<file path="src/rtl/trip_pkg.sv">
package trip_pkg;
  function automatic int unsigned count_ones(input logic [31:0] v);
    int unsigned n;
    n = 0;
    for (int i = 0; i < 32; i++) n += int'(v[i]);
    return n;
  endfunction
endpackage

</file>
<file path="src/rtl/trip_thr_bank.sv">
module trip_thr_bank #(
  parameter int NUM_THR  = 7,
  parameter int SAMPLE_W = 12,
  parameter int IDX_W    = 3
) (
  input  logic                         clk,
  input  logic                         rst_n,
  input  logic                         we_i,
  input  logic [IDX_W-1:0]             idx_i,
  input  logic [SAMPLE_W-1:0]          val_i,
  output logic [NUM_THR*SAMPLE_W-1:0]  thr_flat_o
);
  for (genvar t = 0; t < NUM_THR; t++) begin : g_lvl
    logic [SAMPLE_W-1:0] lvl_q;
    logic                hit;
    assign hit = we_i && (int'(idx_i) == t);
    always_ff @(posedge clk) begin
      if (!rst_n)   lvl_q <= '1;
      else if (hit) lvl_q <= val_i;
    end
    assign thr_flat_o[t*SAMPLE_W +: SAMPLE_W] = lvl_q;
  end
endmodule

</file>
<file path="src/rtl/trip_peak_hold.sv">
module trip_peak_hold #(
  parameter int NUM_CH   = 24,
  parameter int SAMPLE_W = 12
) (
  input  logic                        clk,
  input  logic                        rst_n,
  input  logic                        xing_i,
  input  logic [NUM_CH*SAMPLE_W-1:0]  sample_i,
  output logic [NUM_CH*SAMPLE_W-1:0]  peak_o
);
  for (genvar c = 0; c < NUM_CH; c++) begin : g_ch
    logic [SAMPLE_W-1:0] pk_q;
    logic [SAMPLE_W-1:0] s;
    assign s = sample_i[c*SAMPLE_W +: SAMPLE_W];
    always_ff @(posedge clk) begin
      if (!rst_n)        pk_q <= '0;
      else if (xing_i)   pk_q <= s;
      else if (s > pk_q) pk_q <= s;
    end
    assign peak_o[c*SAMPLE_W +: SAMPLE_W] = pk_q;
  end
endmodule

</file>
<file path="src/rtl/trip_code_latch.sv">
module trip_code_latch #(
  parameter int NUM_CH   = 24,
  parameter int NUM_THR  = 7,
  parameter int SAMPLE_W = 12,
  parameter int CODE_W   = 3
) (
  input  logic                        clk,
  input  logic                        rst_n,
  input  logic                        xing_i,
  input  logic [NUM_CH*SAMPLE_W-1:0]  peak_i,
  input  logic [NUM_THR*SAMPLE_W-1:0] thr_i,
  output logic [NUM_CH*CODE_W-1:0]    codes_o
);
  import trip_pkg::*;
  logic [NUM_CH*CODE_W-1:0] codes_q;

  for (genvar c = 0; c < NUM_CH; c++) begin : g_ch
    logic [SAMPLE_W-1:0] pk;
    logic [31:0]         above;
    logic [CODE_W-1:0]   grade;
    assign pk = peak_i[c*SAMPLE_W +: SAMPLE_W];
    always_comb begin
      above = '0;
      for (int t = 0; t < NUM_THR; t++)
        above[t] = pk > thr_i[t*SAMPLE_W +: SAMPLE_W];
    end
    assign grade = CODE_W'(count_ones(above));
    always_ff @(posedge clk) begin
      if (!rst_n)      codes_q[c*CODE_W +: CODE_W] <= '0;
      else if (xing_i) codes_q[c*CODE_W +: CODE_W] <= grade;
    end
  end
  assign codes_o = codes_q;
endmodule

</file>
<file path="src/rtl/trip_word_framer.sv">
module trip_word_framer #(
  parameter int NUM_CH      = 24,
  parameter int CODE_W      = 3,
  parameter int CH_PER_WORD = 4,
  localparam int WORDS      = NUM_CH / CH_PER_WORD,
  localparam int WORD_W     = CH_PER_WORD * CODE_W,
  localparam int WIDX_W     = $clog2(WORDS)
) (
  input  logic                     clk,
  input  logic                     rst_n,
  input  logic                     xing_i,
  input  logic [NUM_CH*CODE_W-1:0] codes_i,
  output logic [WORD_W-1:0]        word_o,
  output logic                     valid_o,
  output logic                     start_o,
  output logic [WIDX_W-1:0]        idx_o
);
  logic [WIDX_W-1:0] cnt_q;
  logic              act_q;

  always_ff @(posedge clk) begin
    if (!rst_n) begin
      cnt_q <= '0;
      act_q <= 1'b0;
    end else if (xing_i) begin
      cnt_q <= '0;
      act_q <= 1'b1;
    end else if (act_q) begin
      if (int'(cnt_q) == WORDS - 1) begin
        act_q <= 1'b0;
        cnt_q <= '0;
      end else begin
        cnt_q <= cnt_q + 1'b1;
      end
    end
  end

  assign word_o  = act_q ? codes_i[int'(cnt_q)*WORD_W +: WORD_W] : '0;
  assign valid_o = act_q;
  assign start_o = act_q && (cnt_q == '0);
  assign idx_o   = cnt_q;
endmodule

</file>
<file path="src/rtl/trip_encoder.sv">
module trip_encoder #(
  parameter int NUM_CH      = 24,
  parameter int NUM_THR     = 7,
  parameter int SAMPLE_W    = 12,
  parameter int CH_PER_WORD = 4,
  localparam int CODE_W     = $clog2(NUM_THR + 1),
  localparam int IDX_W      = $clog2(NUM_THR + 1),
  localparam int WORDS      = NUM_CH / CH_PER_WORD,
  localparam int WORD_W     = CH_PER_WORD * CODE_W,
  localparam int WIDX_W     = $clog2(WORDS)
) (
  input  logic                       clk,
  input  logic                       rst_n,
  input  logic                       xing_i,
  input  logic [NUM_CH*SAMPLE_W-1:0] sample_i,
  input  logic                       thr_we_i,
  input  logic [IDX_W-1:0]           thr_idx_i,
  input  logic [SAMPLE_W-1:0]        thr_val_i,
  output logic [WORD_W-1:0]          link_word_o,
  output logic                       link_valid_o,
  output logic                       frame_start_o
);
  logic [NUM_THR*SAMPLE_W-1:0] thr_w;
  logic [NUM_CH*SAMPLE_W-1:0]  peak_w;
  logic [NUM_CH*CODE_W-1:0]    codes_w;
  logic [WIDX_W-1:0]           word_idx_w;

  trip_thr_bank #(.NUM_THR(NUM_THR), .SAMPLE_W(SAMPLE_W), .IDX_W(IDX_W)) u_thr (
    .clk(clk), .rst_n(rst_n), .we_i(thr_we_i), .idx_i(thr_idx_i),
    .val_i(thr_val_i), .thr_flat_o(thr_w));

  trip_peak_hold #(.NUM_CH(NUM_CH), .SAMPLE_W(SAMPLE_W)) u_peak (
    .clk(clk), .rst_n(rst_n), .xing_i(xing_i), .sample_i(sample_i),
    .peak_o(peak_w));

  trip_code_latch #(.NUM_CH(NUM_CH), .NUM_THR(NUM_THR), .SAMPLE_W(SAMPLE_W),
                    .CODE_W(CODE_W)) u_code (
    .clk(clk), .rst_n(rst_n), .xing_i(xing_i), .peak_i(peak_w),
    .thr_i(thr_w), .codes_o(codes_w));

  trip_word_framer #(.NUM_CH(NUM_CH), .CODE_W(CODE_W),
                     .CH_PER_WORD(CH_PER_WORD)) u_frm (
    .clk(clk), .rst_n(rst_n), .xing_i(xing_i), .codes_i(codes_w),
    .word_o(link_word_o), .valid_o(link_valid_o), .start_o(frame_start_o),
    .idx_o(word_idx_w));
endmodule

</file>
<file path="config.mk">
export PLATFORM = sky130hd
export DESIGN_NAME = trip_encoder
export DESIGN_NICKNAME = d
export VERILOG_FILES = /design/src/rtl/trip_pkg.sv /design/src/rtl/trip_thr_bank.sv /design/src/rtl/trip_peak_hold.sv /design/src/rtl/trip_code_latch.sv /design/src/rtl/trip_word_framer.sv /design/src/rtl/trip_encoder.sv
export SDC_FILE = /design/constraint.sdc
export NUM_CORES = 2
export LEC_CHECK = 0
export ABC_AREA = 1
export BUFFER_PORTS_ARGS = -buffer_cell sky130_fd_sc_hd__buf_2
export CAP_MARGIN = 25
export CORE_MARGIN = 8
export CORE_UTILIZATION = 40
export CTS_CLUSTER_DIAMETER = 50
export DETAILED_ROUTE_END_ITERATION = 10
export PLACE_DENSITY = 0.52
export SYNTH_ARGS = -nofsm -noshare
export SYNTH_HDL_FRONTEND = slang
export SYNTH_HIERARCHICAL = 1
export SYNTH_SLANG_ARGS = --single-unit
</file>
<file path="constraint.sdc">
create_clock -name clk -period 5.4 [get_ports clk]
set_input_delay 1.08 -clock clk [delete_from_list [all_inputs] [get_ports clk]]
set_output_delay 1.08 -clock clk [all_outputs]
set_load 0.01 [all_outputs]
</file>
==> summary.md <==
| Metric | Value |
|---|---|
| Post-synth cell types | `30` |
| CP max-delay cell | `inv_2` |
| Grt met3 use | `4.01%` |
| Pre-Repair DR Iteration Count | `9` |
| Highest clock rate | `228 MHz` |
| Htree depth | `3` |
| Status | `finished, final reports clean` |
| Initial antenna violation count | `10` |
| Period Utilization, post-route | `81.2%` |
| Post-synth EDFFs | `0` |
| FF-to-FF Start | `u_thr/g_lvl[0].lvl_q[1]` |
| Clock Tree Root | `clkbuf_16` |
| Largest cells by area after synthesis | `ha_1 (38%), nand2_1 (14%), dfxtp_1 (12%), inv_1 (7.1%), a21oi_1 (7.0%)` |
| Critical path, cell by cell | `inv_2 -> buf_4 -> ha_1 -> inv_1 -> nor2_1 -> nand2_1 -> nand3_1 -> nand2_1 -> nand3_1 -> nand2_1 -> fa_1 -> inv_1 -> fa_1 -> inv_1 -> fa_1 -> inv_1 -> fa_1 -> nor2_2 -> nor2_1` |
| Vias | `77.3k` |
| Area grow syn2layout | `11.6%` |
| Syn avg cell area | `6.87 µm²` |
| Yosys warning count | `6` |
| Die area | `0.205 mm²` |
| Utilization after layout | `44.9%` |
| Placed cell area | `0.0815 mm²` |
| Min-delay src | `u_thr/g_lvl[3].lvl_q[4]` |
| Final instance area | `0.0851 mm²` |
| # setup viols final | `0` |
| Async S/R FF share, synth | `0%` |
| Drc violations | `0` |
| WL per Instance | `22.0 µm` |
| Layout Nets | `14.2k` |
| Sequential cell area | `0.00899 mm²` |
| CP Capture Type | `register` |
| Sink Count | `448` |
| Setup CP Type | `register to register` |
| Fin crit period | `4.39 ns` |
| Vias in the first global route | `73.2k` |
| 1st-iter DRT viols | `6030` |
| Share of layout cells above drive strength 1 | `8.43%` |
| WHS Path Cells | `2` |
| HP Class | `register to register` |
| Global Route met2 Usage | `47.5%` |
| Post-CTS Setup Inserts | `0` |
| Initial core utilization | `40.2%` |
| Rows | `160` |
| Crit path launch type | `register` |
| Setup TNS | `0 ns` |
| Final slew viol count | `0` |
| First-pass GRT wire length | `456000 µm` |
| Largest stage delay on the critical path | `0.58 ns` |
| Crit path from | `u_thr/g_lvl[0].lvl_q[1]` |
| Area share of the largest cell type after synthesis | `37.8%` |
| Core area | `0.190 mm²` |
| Worst r2r path cells | `19` |
| Die width | `453 µm` |
| Unrepaired setup endpoints after global routing | `no` |
| Seq/Total Area, Yosys | `11.8%` |
| Busiest layer in global routing | `met2` |
| Max VDD drop | `253 µV` |
| Multi-input logic area | `0.0604 mm²` |
| Pwr Density | `194 mW/mm²` |
| Hold Fails Final Rpt | `0` |
| Worst Tran Pin Value | `1.18 ns` |
| RePlAce Congestion | `0.973` |
| Grt ovf | `0` |
| Leakage | `50.5 nW` |
| Clk slew on worst S/H paths | `0.06 ns` |
| List of most frequent post-synthesis cells | `nand2_1 (2891), ha_1 (2304), inv_1 (1444), a21oi_1 (1067), nor2_1 (920)` |
| Syn Nets | `13.8k` |
| Post-DP HPWL | `229000 µm` |
| Most common cell in the netlist | `nand2_1` |
| Area leader, netlist | `ha_1` |
| Mapped Cells | `11.1k` |
| Filler cell count | `19.6k` |
| DR vias/cell | `5.48` |
| Buffers on Ports | `320` |
| Max Cap Viol | `0` |
| Worst endpoint data arrival time | `5.02 ns` |
| GRT Overall Usage | `29.0%` |
| Top FF cell, synth | `dfxtp_1` |
| Die Ht | `453 µm` |
| Largest net degree at the start of global routing | `128` |
| CTS Hold Bufs | `0` |
| WP data required | `6.03 ns` |
| Final Skew | `0.0614 ns` |
| CP max FO | `13` |
| #FFs+latches synth | `448` |
| Met1 Track Usage GR | `37.2%` |
| CTS buffer count | `98` |
| Final wirelength | `310000 µm` |
| # resized after CTS | `0` |
| CTS tree | `built` |
| Slew HR | `21.5%` |
| Top-Level Pins | `321` |
| Post-Synthesis Cell Area | `0.0763 mm²` |
| Worst-skew pair later-pin latency | `0.80 ns` |
| Clock Path Buffers | `3` |
| Post-route ant nets | `0` |
## sequential cells by signal (all words and copies together) (netlist names)
register / count
u_frm/idx_o: 3
u_thr/g_lvl.lvl_q: 84
u_peak/g_ch.pk_q: 288
u_frm/valid_o: 1
u_code/codes_o: 72
## worst max-delay path: cells and delay by family, from the launching register on
kind / cells / cell delay (ns)
fa+ha+maj: 5 / 2.04
buf+inv: 6 / 1.14
flops: 1 / 0.32
simple gates: 8 / 0.72
## area by class of cell
class / count / area share (%)
Inverter: 1472 / 6.50
Timing Repair Buffer: 506 / 4.11
Sequential cell: 448 / 10.6
Tap cell: 2511 / 3.69
Antenna cell: 14 / 0.0411
Clock buffer: 113 / 3.10
Multi-Input combinational cell: 8968 / 70.9
Clock inverter: 72 / 1.10
## layout by cell type, fill, tap and decap left out, drive strengths merged, types with 50 or more instances in the layout
master	instances
a21o	72
nand3	974
inv	1490
buf	506
nor2	970
clkbuf	113
a21oi	1071
dfxtp	448
o21bai	50
nand2	2943
ha	2304
o21a	120
fa	96
nand4	294
o21ai	72
## final timing paths
kind	endpoint	slack [ns]
worst max-delay path	u_code/codes_o[49]	1.01
worst min-delay path	u_thr/g_lvl[3].lvl_q[4]	0.48
worst max register to register	u_code/codes_o[49]	1.01
worst min register to register	u_thr/g_lvl[3].lvl_q[4]	0.48
## stage by stage
step | cells | hold WS [ns] | worst slack [ns] | power [mW]
3_5_place_dp | 13900 | 0.463 | 1.13 | 9.90
4_1_cts | 14100 | 0.473 | 1.05 | 16.6
6_report | 14100 | 0.478 | 1.01 | 16.5
2_1_floorplan | 11100 | 0.429 | 1.63 | 7.94
3_3_place_gp | 13900 | 0.458 | 1.17 | 9.66
5_1_grt | 14100 | 0.489 | 0.852 | 17.6
## where the power goes
part           leakage, nW  internal, mW  total, mW  switching [mW]
clock                 1.70          4.11       6.57            2.47
sequential            3.71          3.60       4.40           0.805
combinational         45.1          2.00       5.53            3.53
total                 50.5          9.71       16.5            6.80
## metal layers
layer | routed length, µm | up-vias | part of all wire, %
li1 | - | 38100 | -
met1 | 134000 | 35800 | 43
met2 | 136000 | 2642 | 44
met3 | 20100 | 750 | 6.5
met4 | 19200 | 4 | 6.2
met5 | 230 | - | 0.074
## cells by family (layout without fill, tap and decap cells)
kind of cell / Yosys count / in the layout / share of synthesized area [%]
compound gates: 1386 / 1386 / 9.91
fa+ha+maj: 2400 / 2400 / 40.3
buf+inv: 1688 / 2163 / 9.10
flops: 448 / 448 / 11.8
other cells: 0 / 14 / 0
simple gates: 5182 / 5182 / 28.9
No activity file was read; power rests on OpenSTA's default activity.
